### config.mk
export PLATFORM = sky130hd
export DESIGN_NAME = xmem_bus_ctrl
export DESIGN_NICKNAME = d
export VERILOG_FILES = /design/src/rtl/xmb_pkg.sv /design/src/rtl/xmb_decode.sv /design/src/rtl/xmb_wait_ctr.sv /design/src/rtl/xmem_bus_ctrl.sv
export SDC_FILE = /design/constraint.sdc
export NUM_CORES = 1
export LEC_CHECK = 0
export ABC_AREA = 1
export CAP_MARGIN = 20
export CORE_MARGIN = 2
export CORE_UTILIZATION = 40
export DETAILED_ROUTE_END_ITERATION = 8
export PLACE_DENSITY = 0.75
export SLEW_MARGIN = 10
export SYNTH_ARGS = -nofsm -noshare
export SYNTH_HDL_FRONTEND = slang
export SYNTH_SLANG_ARGS = --single-unit
### constraint.sdc
create_clock -name clk -period 1.48 [get_ports clk]
set_input_delay 0.222 -clock clk [delete_from_list [all_inputs] [get_ports clk]]
set_output_delay 0.222 -clock clk [all_outputs]
set_load 0.1 [all_outputs]
### src/rtl/xmb_pkg.sv
package xmb_pkg;

    typedef enum logic [2:0] {
        ST_IDLE,
        ST_INTL,
        ST_ADDR,
        ST_STRB,
        ST_DONE
    } xmb_state_e;

    // strobe periods per wait code: 00->1, 01->2, 10->4, 11->5
    function automatic logic [2:0] strobe_len(input logic [1:0] code);
        logic [2:0] n;
        unique case (code)
            2'b00: n = 3'd1;
            2'b01: n = 3'd2;
            2'b10: n = 3'd4;
            default: n = 3'd5;
        endcase
        return n;
    endfunction

endpackage

### src/rtl/xmb_decode.sv
module xmb_decode #(
    parameter int AW = 16,
    parameter logic [AW-1:0] EXT_BASE = 16'h1100
) (
    input  logic [AW-1:0] addr,
    input  logic [AW-1:0] sector_base,
    input  logic [1:0]    wait_lo,
    input  logic [1:0]    wait_hi,
    output logic          is_ext,
    output logic [1:0]    wcode
);
    always_comb begin
        is_ext = (addr >= EXT_BASE);
        wcode  = (addr >= sector_base) ? wait_hi : wait_lo;
    end
endmodule

### src/rtl/xmb_wait_ctr.sv
module xmb_wait_ctr #(
    parameter int CW = 3
) (
    input  logic          clk,
    input  logic          rst_n,
    input  logic          load,
    input  logic [CW-1:0] load_val,
    input  logic          en,
    output logic          last
);
    logic [CW-1:0] cnt;

    always_ff @(posedge clk or negedge rst_n) begin
        if (!rst_n)
            cnt <= '0;
        else if (load)
            cnt <= load_val;
        else if (en && cnt != '0)
            cnt <= cnt - 1'b1;
    end

    assign last = (cnt == '0);
endmodule

### src/rtl/xmem_bus_ctrl.sv
module xmem_bus_ctrl
    import xmb_pkg::*;
#(
    parameter int AW = 16,
    parameter int DW = 8,
    parameter logic [AW-1:0] EXT_BASE = 16'h1100
) (
    input  logic          clk,
    input  logic          rst_n,
    input  logic          req_valid,
    input  logic          req_write,
    input  logic [AW-1:0] req_addr,
    input  logic [DW-1:0] req_wdata,
    input  logic          nxt_ram,
    output logic          req_ready,
    output logic [DW-1:0] req_rdata,
    input  logic [1:0]    cfg_wait_lo,
    input  logic [1:0]    cfg_wait_hi,
    input  logic [AW-1:0] cfg_sector_base,
    input  logic          cfg_keeper,
    output logic          bus_ale,
    output logic          bus_rd,
    output logic          bus_wr,
    output logic [AW-DW-1:0] bus_ahi,
    output logic [DW-1:0] bus_ad_out,
    output logic          bus_ad_oe,
    input  logic [DW-1:0] bus_ad_in
);
    localparam int CW = 3;

    xmb_state_e    state, state_nx;
    logic [AW-1:0] addr_q;
    logic          wr_q;
    logic [DW-1:0] wd_q, keep_q, rdata_q;
    logic          is_ext, accept, strb_last;
    logic [1:0]    wcode;
    logic [CW-1:0] len_m1;

    xmb_decode #(.AW(AW), .EXT_BASE(EXT_BASE)) u_dec (
        .addr        (req_addr),
        .sector_base (cfg_sector_base),
        .wait_lo     (cfg_wait_lo),
        .wait_hi     (cfg_wait_hi),
        .is_ext      (is_ext),
        .wcode       (wcode)
    );

    assign accept = (state == ST_IDLE) && req_valid;
    assign len_m1 = strobe_len(wcode) - 3'd1;

    xmb_wait_ctr #(.CW(CW)) u_ctr (
        .clk      (clk),
        .rst_n    (rst_n),
        .load     (accept),
        .load_val (len_m1),
        .en       (state == ST_STRB),
        .last     (strb_last)
    );

    // next state
    always_comb begin
        state_nx = state;
        unique case (state)
            ST_IDLE: if (req_valid) state_nx = is_ext ? ST_ADDR : ST_INTL;
            ST_INTL: state_nx = ST_IDLE;
            ST_ADDR: state_nx = ST_STRB;
            ST_STRB: if (strb_last) state_nx = ST_DONE;
            ST_DONE: state_nx = ST_IDLE;
            default: state_nx = ST_IDLE;
        endcase
    end

    // state register and datapath registers
    always_ff @(posedge clk or negedge rst_n) begin
        if (!rst_n) begin
            state   <= ST_IDLE;
            addr_q  <= '0;
            wr_q    <= 1'b0;
            wd_q    <= '0;
            keep_q  <= '0;
            rdata_q <= '0;
        end else begin
            state <= state_nx;
            if (accept && is_ext) begin
                addr_q <= req_addr;
                wr_q   <= req_write;
                wd_q   <= req_wdata;
            end
            if (state == ST_STRB && strb_last) begin
                if (wr_q) begin
                    keep_q <= wd_q;
                end else begin
                    keep_q  <= bus_ad_in;
                    rdata_q <= bus_ad_in;
                end
            end
        end
    end

    // outputs
    always_comb begin
        bus_ale    = 1'b0;
        bus_rd     = 1'b0;
        bus_wr     = 1'b0;
        bus_ad_oe  = cfg_keeper;
        bus_ad_out = keep_q;
        req_ready  = 1'b0;
        unique case (state)
            ST_IDLE: ;
            ST_INTL: req_ready = 1'b1;
            ST_ADDR: begin
                bus_ale    = 1'b1;
                bus_ad_oe  = 1'b1;
                bus_ad_out = addr_q[DW-1:0];
            end
            ST_STRB: begin
                bus_rd     = !wr_q;
                bus_wr     = wr_q;
                bus_ad_oe  = wr_q;
                bus_ad_out = wd_q;
            end
            ST_DONE: begin
                req_ready = 1'b1;
                bus_ale   = nxt_ram;
            end
            default: ;
        endcase
    end

    assign bus_ahi   = addr_q[AW-1:DW];
    assign req_rdata = rdata_q;

endmodule

==> qor.yml, run 1 <==
run_status:
  outcome: "complete, but fails checks"
  violations: "negative setup slack"
worst_setup_path:
  crit_type: "reg -> out"
  startpoint_type: "flip-flop"
  cp_data_required_time_ns: 1.26
  crit_path_end_kind: "output pin"
  arrival_ns: 1.77
  critical_path.max_fanout: 5
placed_design:
  hpwlAfterDp_mm: 5.43
  gp_routability_congestion: 0.779
  portBuffers: 86
  dp_slack_ns: -1.43
  dpl.cell_count: 505
route:
  wl_per_cell_microns: 17.6
  drtAntennaViolNets: 0
  vias: 2748
  drcViolationCount: 0
  dr.pass1.iters: 4
  via_per_inst: 5.08
  drt-total-wl_mm: 9.50
  drt_iter0_drc: 137
synthesis:
  yosysWarnings: 0
  synth-edff-count: 0
  synthesis.area_sq_um: 2700
  netlist_instances: 315
  synthFlopType: "dfrtp_1"
  synth_cell_types: 26
  avgSynthCellArea_sq_um: 8.58
  yosysSeqAreaShare: 0.435
  ys_ff_latch: 47
  syn_nets: 391
  synth_async_sr_flop_share: 1.00
global_routing:
  antenna_found_initial: 0
  grt_pass1_wl_mm: 13.4
  grt_max_degree: 48
  grt_overflow_total: 0
  grt_pass1_vias: 2822
  grt_use_total: 0.231
sta:
  slew_headroom: 0.726
  setup_viol: 58
  layout_setup_ws_ns: -0.509
  clock_skew_ns: 0.00766
  clock.fmax_mhz: 503
  layout_min_cycle_time_ns: 1.99
  finalHoldViolCount: 0
  max_slew.worst_pin.slew_ns: 0.407
  post-route-period-util: 1.34
  rsz0062_at_grt: "yes"
  final_max_slew_viol_count: 0
die:
  core_area_sq_um: 6460
  rows: 29
  die_h_microns: 86.2
  dieArea_sq_um: 7430
  start_util: 0.418
  die_w_microns: 86.2
  ios: 87
cells_and_area:
  final_util: 0.816
  area_growth_pct: 95.0
  drive_gt1_frac: 0.606
  final_cell_mix: "nand2_1, dfrtp_1, buf_4"
  final_cells: 541
  fin_nets: 540
  diodes: 0
  final_common_cell: "nand2_1"
run:
  drv_cap: 0
clock_network:
  cts_buffer_depth: 2
  htree_num_levels: 2
  clk_latency_ns: 0.32
  cts_buffers: 5
  cts_tree: "built"
  cts_root_buffer: "clkbuf_8"
  clk_pin_slew_ns: 0.10
  clock_sinks: 47
min_path:
  hold_class: "in -> reg"
synth_stat cells (2+ instances only):
cell type / number / area [sq um]
nand2_1: 97 / 364
dfrtp_1: 47 / 1180
inv_1: 41 / 154
ha_1: 18 / 225
nor2_1: 18 / 67.6
nand3_1: 16 / 80.1
mux2_4: 14 / 210
a21oi_1: 13 / 65.1
buf_4: 8 / 60.1
o211ai_1: 8 / 60.1
inv_2: 7 / 26.3
o21ai_0: 5 / 25.0
nor2_2: 4 / 25.0
mux2_1: 3 / 33.8
buf_6: 2 / 22.5
nand2_4: 2 / 22.5
nand4_1: 2 / 12.5
o21ai_1: 2 / 10.0
worst max-delay path: stages (launching register included):
cell and delay, ns:
dfrtp_1 0.40, inv_2 0.07, nor2_4 0.15, inv_2 0.07, nor2_4 0.13, buf_6 0.14, nand2_1 0.06, o211ai_1 0.16
clkbuf_16 0.27
timing repair:
item | CTS | global route
hold endpoints to repair | 47 | 0
buffers inserted | 18 | 13
setup endpoints to repair | 52 | 59
gates cloned | 3 | 1
gates resized for setup | 206 | 86
pin swaps | 51 | 37
hold buffers | 1 | 0
cell type report:
class                      count  area (sq um)
multi-input combinational    210          1920
timing repair buffer         152          1760
fill                         342          1190
sequential                    47          1180
inverter                      48           218
tap                           77          96.3
clock buffer                   6          72.6
clock inverter                 1          30.0
state kept, by name, indices dropped and copies added, names as in the netlist:
| register | count |
|---|---|
| addr_q | 16 |
| keep_q | 8 |
| req_rdata | 8 |
| state | 3 |
| u_ctr.cnt | 3 |
| wd_q | 8 |
| wr_q | 1 |
cell families after synthesis:
group / count (synthesis) / synth area share
compound gates: 29 / 0.0616
fa+ha+maj: 18 / 0.0834
buf+inv: 59 / 0.0991
flops: 47 / 0.435
mux: 19 / 0.0982
simple gates: 143 / 0.222
layer usage:
layer  up-vias  wire length (microns)  track usage
met5         -                      0            0
met4         0                    418       0.0923
met3        34                    463       0.0400
met2       110                   5090        0.423
met1      1308                   3520        0.268
li1       1296                      -            -
worst paths after layout:
check | slack [ns] | start | cells after the start | to
setup / recovery | -0.51 | state[1] | 8 | bus_ad_out[7]
hold / removal | 0.14 | req_addr[15] | 2 | addr_q[15]
setup reg to reg | -0.37 | state[1] | 13 | u_ctr.cnt[2]
hold reg to reg | 0.51 | keep_q[5] | 2 | keep_q[5]
max in group asynchronous | 0.85 | rst_n | 3 | req_rdata[5]
min in group asynchronous | 0.41 | rst_n | 3 | addr_q[2]
through the flow:
step                      hold WS, ns  setup TNS [ns]  cell area, sq um
after CTS                       0.154          -11.34              4910
after global placement          0.225          -21.50              4400
final                           0.137          -17.54              5270
after floorplan               -0.0736          -10.81              2920
after global routing            0.139          -21.47              5270
after detailed placement        0.233          -22.09              4400
Power of run 1 is not shown: default switching activity piles up to over one toggle a cycle in this logic, so the estimate is an artifact.
==> run 2, diff against run 1 <==
PLACE_DENSITY = 0.72   (was 0.75)
SLEW_MARGIN = default   (was 10)
clock period = 1.9 ns   (was 1.48 ns; I/O delays follow)
==> run 2 against run 1 <==
Sequential share of layout area increased by 3.7 points. Wire length decreased by 27%. The flow still finishes with violations (negative setup slack). Worst setup slack improved by 0.38 ns. Critical path depth increased by 7. Worst hold slack improved by 0.095 ns. Flip-flop and latch count unchanged. Count of clock-buffer cells in the layout unchanged. First-iteration DRC count decreased by 34%. Highest routed layer unchanged. Largest cell class unchanged. Core utilization decreased by 12 points. Critical path type is now in -> reg. Register-to-register slack improved by 0.57 ns. Via count decreased by 9.1%.
==> qor.yml, run 2 (synthesis results as in run 1) <==
global_routing:
  antenna_found_initial: 0  # unchanged
  grt_overflow_total: 0  # unchanged
  grt_use_total: 0.194  # -0.0373
  grt_pass1_vias: 2502  # -11%
  grt_max_degree: 18  # -63%
  grt_pass1_wl_mm: 11.5  # -14%
route:
  drcViolationCount: 0  # unchanged
  vias: 2499  # -9.1%
  via_per_inst: 4.78  # -5.9%
  drtAntennaViolNets: 0  # unchanged
  drt_iter0_drc: 90  # -34%
  drt-total-wl_mm: 6.89  # -27%
  wl_per_cell_microns: 13.2  # -25%
  dr.pass1.iters: 4  # unchanged
clock_network:
  cts_tree: "built"
  cts_buffer_depth: 2  # unchanged
  cts_root_buffer: "clkbuf_8"
  clk_pin_slew_ns: 0.08  # -0.02 ns
  htree_num_levels: 2  # unchanged
  cts_buffers: 5  # unchanged
  clk_latency_ns: 0.29  # -0.03 ns
  clock_sinks: 47  # unchanged
worst_setup_path:
  crit_type: "in -> reg"
  cp_data_required_time_ns: 2.08  # +0.82 ns
  critical_path.max_fanout: 2  # -3
  rr_worst_depth: 9  # -4
  startpoint_type: "primary input"
  arrival_ns: 2.21  # +0.44 ns
  crit_path_end_kind: "flip-flop"
die:
  start_util: 0.418  # unchanged
  dieArea_sq_um: 7430  # unchanged
  rows: 29  # unchanged
  core_area_sq_um: 6460  # unchanged
  ios: 87  # unchanged
  die_h_microns: 86.2  # unchanged
  die_w_microns: 86.2  # unchanged
sta:
  max_slew.worst_pin.slew_ns: 0.387  # -0.0200 ns
  layout_setup_ws_ns: -0.130  # +0.380 ns
  final_max_slew_viol_count: 0  # unchanged
  holdWs_ns: 0.231  # +0.0949 ns
  rsz0062_at_grt: "yes"
  setup_viol: 2  # -97%
  layout_min_cycle_time_ns: 2.03
  finalHoldViolCount: 0  # unchanged
  post-route-period-util: 1.07
  slew_headroom: 0.742  # +0.0154
  clock.fmax_mhz: 493
  clock_skew_ns: 0.00935  # +0.00169 ns
placed_design:
  hpwlAfterDp_mm: 5.12  # -5.7%
  gp_routability_congestion: 0.801  # +2.9%
  portBuffers: 86  # unchanged
  dpl_cell_area_sq_um: 4040  # -8.3%
cells_and_area:
  drive_gt1_frac: 0.498  # -0.108
  stdcell_area_sq_um: 4530  # -14%
  final_common_cell: "nand2_1"
  top_register: "addr_q"
  largest_reg_flops: 16  # unchanged
  diodes: 0  # unchanged
  fin_nets: 521  # -3.5%
  area_growth_pct: 67.5
  final_cell_mix: "nand2_1, buf_4, dfrtp_1"
run_status:
  violations: "negative setup slack"
  outcome: "complete, but fails checks"
run:
  drv_cap: 0  # unchanged
min_path:
  whs_path_depth: 2  # unchanged
  hold_class: "in -> reg"
==> run 2: changes by cell type in the layout (fill, tap and decap cells not counted), moves of 6 or more <==
cell      change
clkbuf_2      +6
buf_12       -18
nand2_1      +25
buf_4        +20
buf_6        -15
nand2_4       -7
buf_2         -8
nor2_1        +7
nand2_2      -16
nor2_4        -8
==> run 2: layer usage <==
metal	vias to the layer above	wire (microns)	global-route usage
li1	1256	-	-
met1	1145	2720	0.226
met5	-	0	0
met3	18	262	0.0343
met4	0	201	0.0625
met2	80	3700	0.359
==> run 2: repair_timing <==
| item | in CTS | in global routing |
|---|---|---|
| buffers inserted | 21 | 4 |
| setup endpoints to repair | 28 | 35 |
| pin swaps | 43 | 32 |
| resized for setup | 149 | 51 |
| endpoints found under the hold margin | 15 | 0 |
| hold buffers | 1 | 0 |
==> run 2: path summary, 6_finish.rpt <==
check / from / endpoint / slack (ns)
hold / removal: req_addr[1] / addr_q[1] / 0.23
setup / recovery: req_addr[13] / u_ctr.cnt[2] / -0.13
setup reg to reg: state[1] / wd_q[6] / 0.20
min in group asynchronous: rst_n / u_ctr.cnt[1] / 0.44
hold reg to reg: req_rdata[5] / req_rdata[5] / 0.48
max in group asynchronous: rst_n / req_rdata[0] / 0.91
==> run 2: layout make-up <==
type	instances	area, sq um
clock buffers	6	82.6
fillers	511	1930
inverters	48	200
multi-input cells	209	1650
clock inverters	2	13.8
well taps	77	96.3
repair buffers	134	1310
flip-flops and latches	47	1180
==> run 2: through the flow <==
stage	cells	utilization	setup WS [ns]	setup TNS, ns
2_1_floorplan	315	-	-0.528	-4.02
3_3_place_gp	490	0.625	-0.964	-9.80
3_5_place_dp	490	0.625	-1.03	-9.88
4_1_cts	520	0.682	-0.182	-0.351
5_1_grt	523	0.701	-0.234	-0.930
6_report	523	0.701	-0.130	-0.209
==> run 2: worst max-delay path: stages <==
cell     delay [ns]
buf_2          0.13
ha_4           0.26
nand4_1        0.16
nor2_2         0.17
nand2_2        0.08
buf_4          0.13
buf_4          0.12
nand3_2        0.06
nand2_2        0.07
ha_4           0.25
o21ai_4        0.15
ha_4           0.15
nand2_1        0.07
nand3_2        0.07
nand2_1        0.05
Power of run 2 is left out for the same reason.
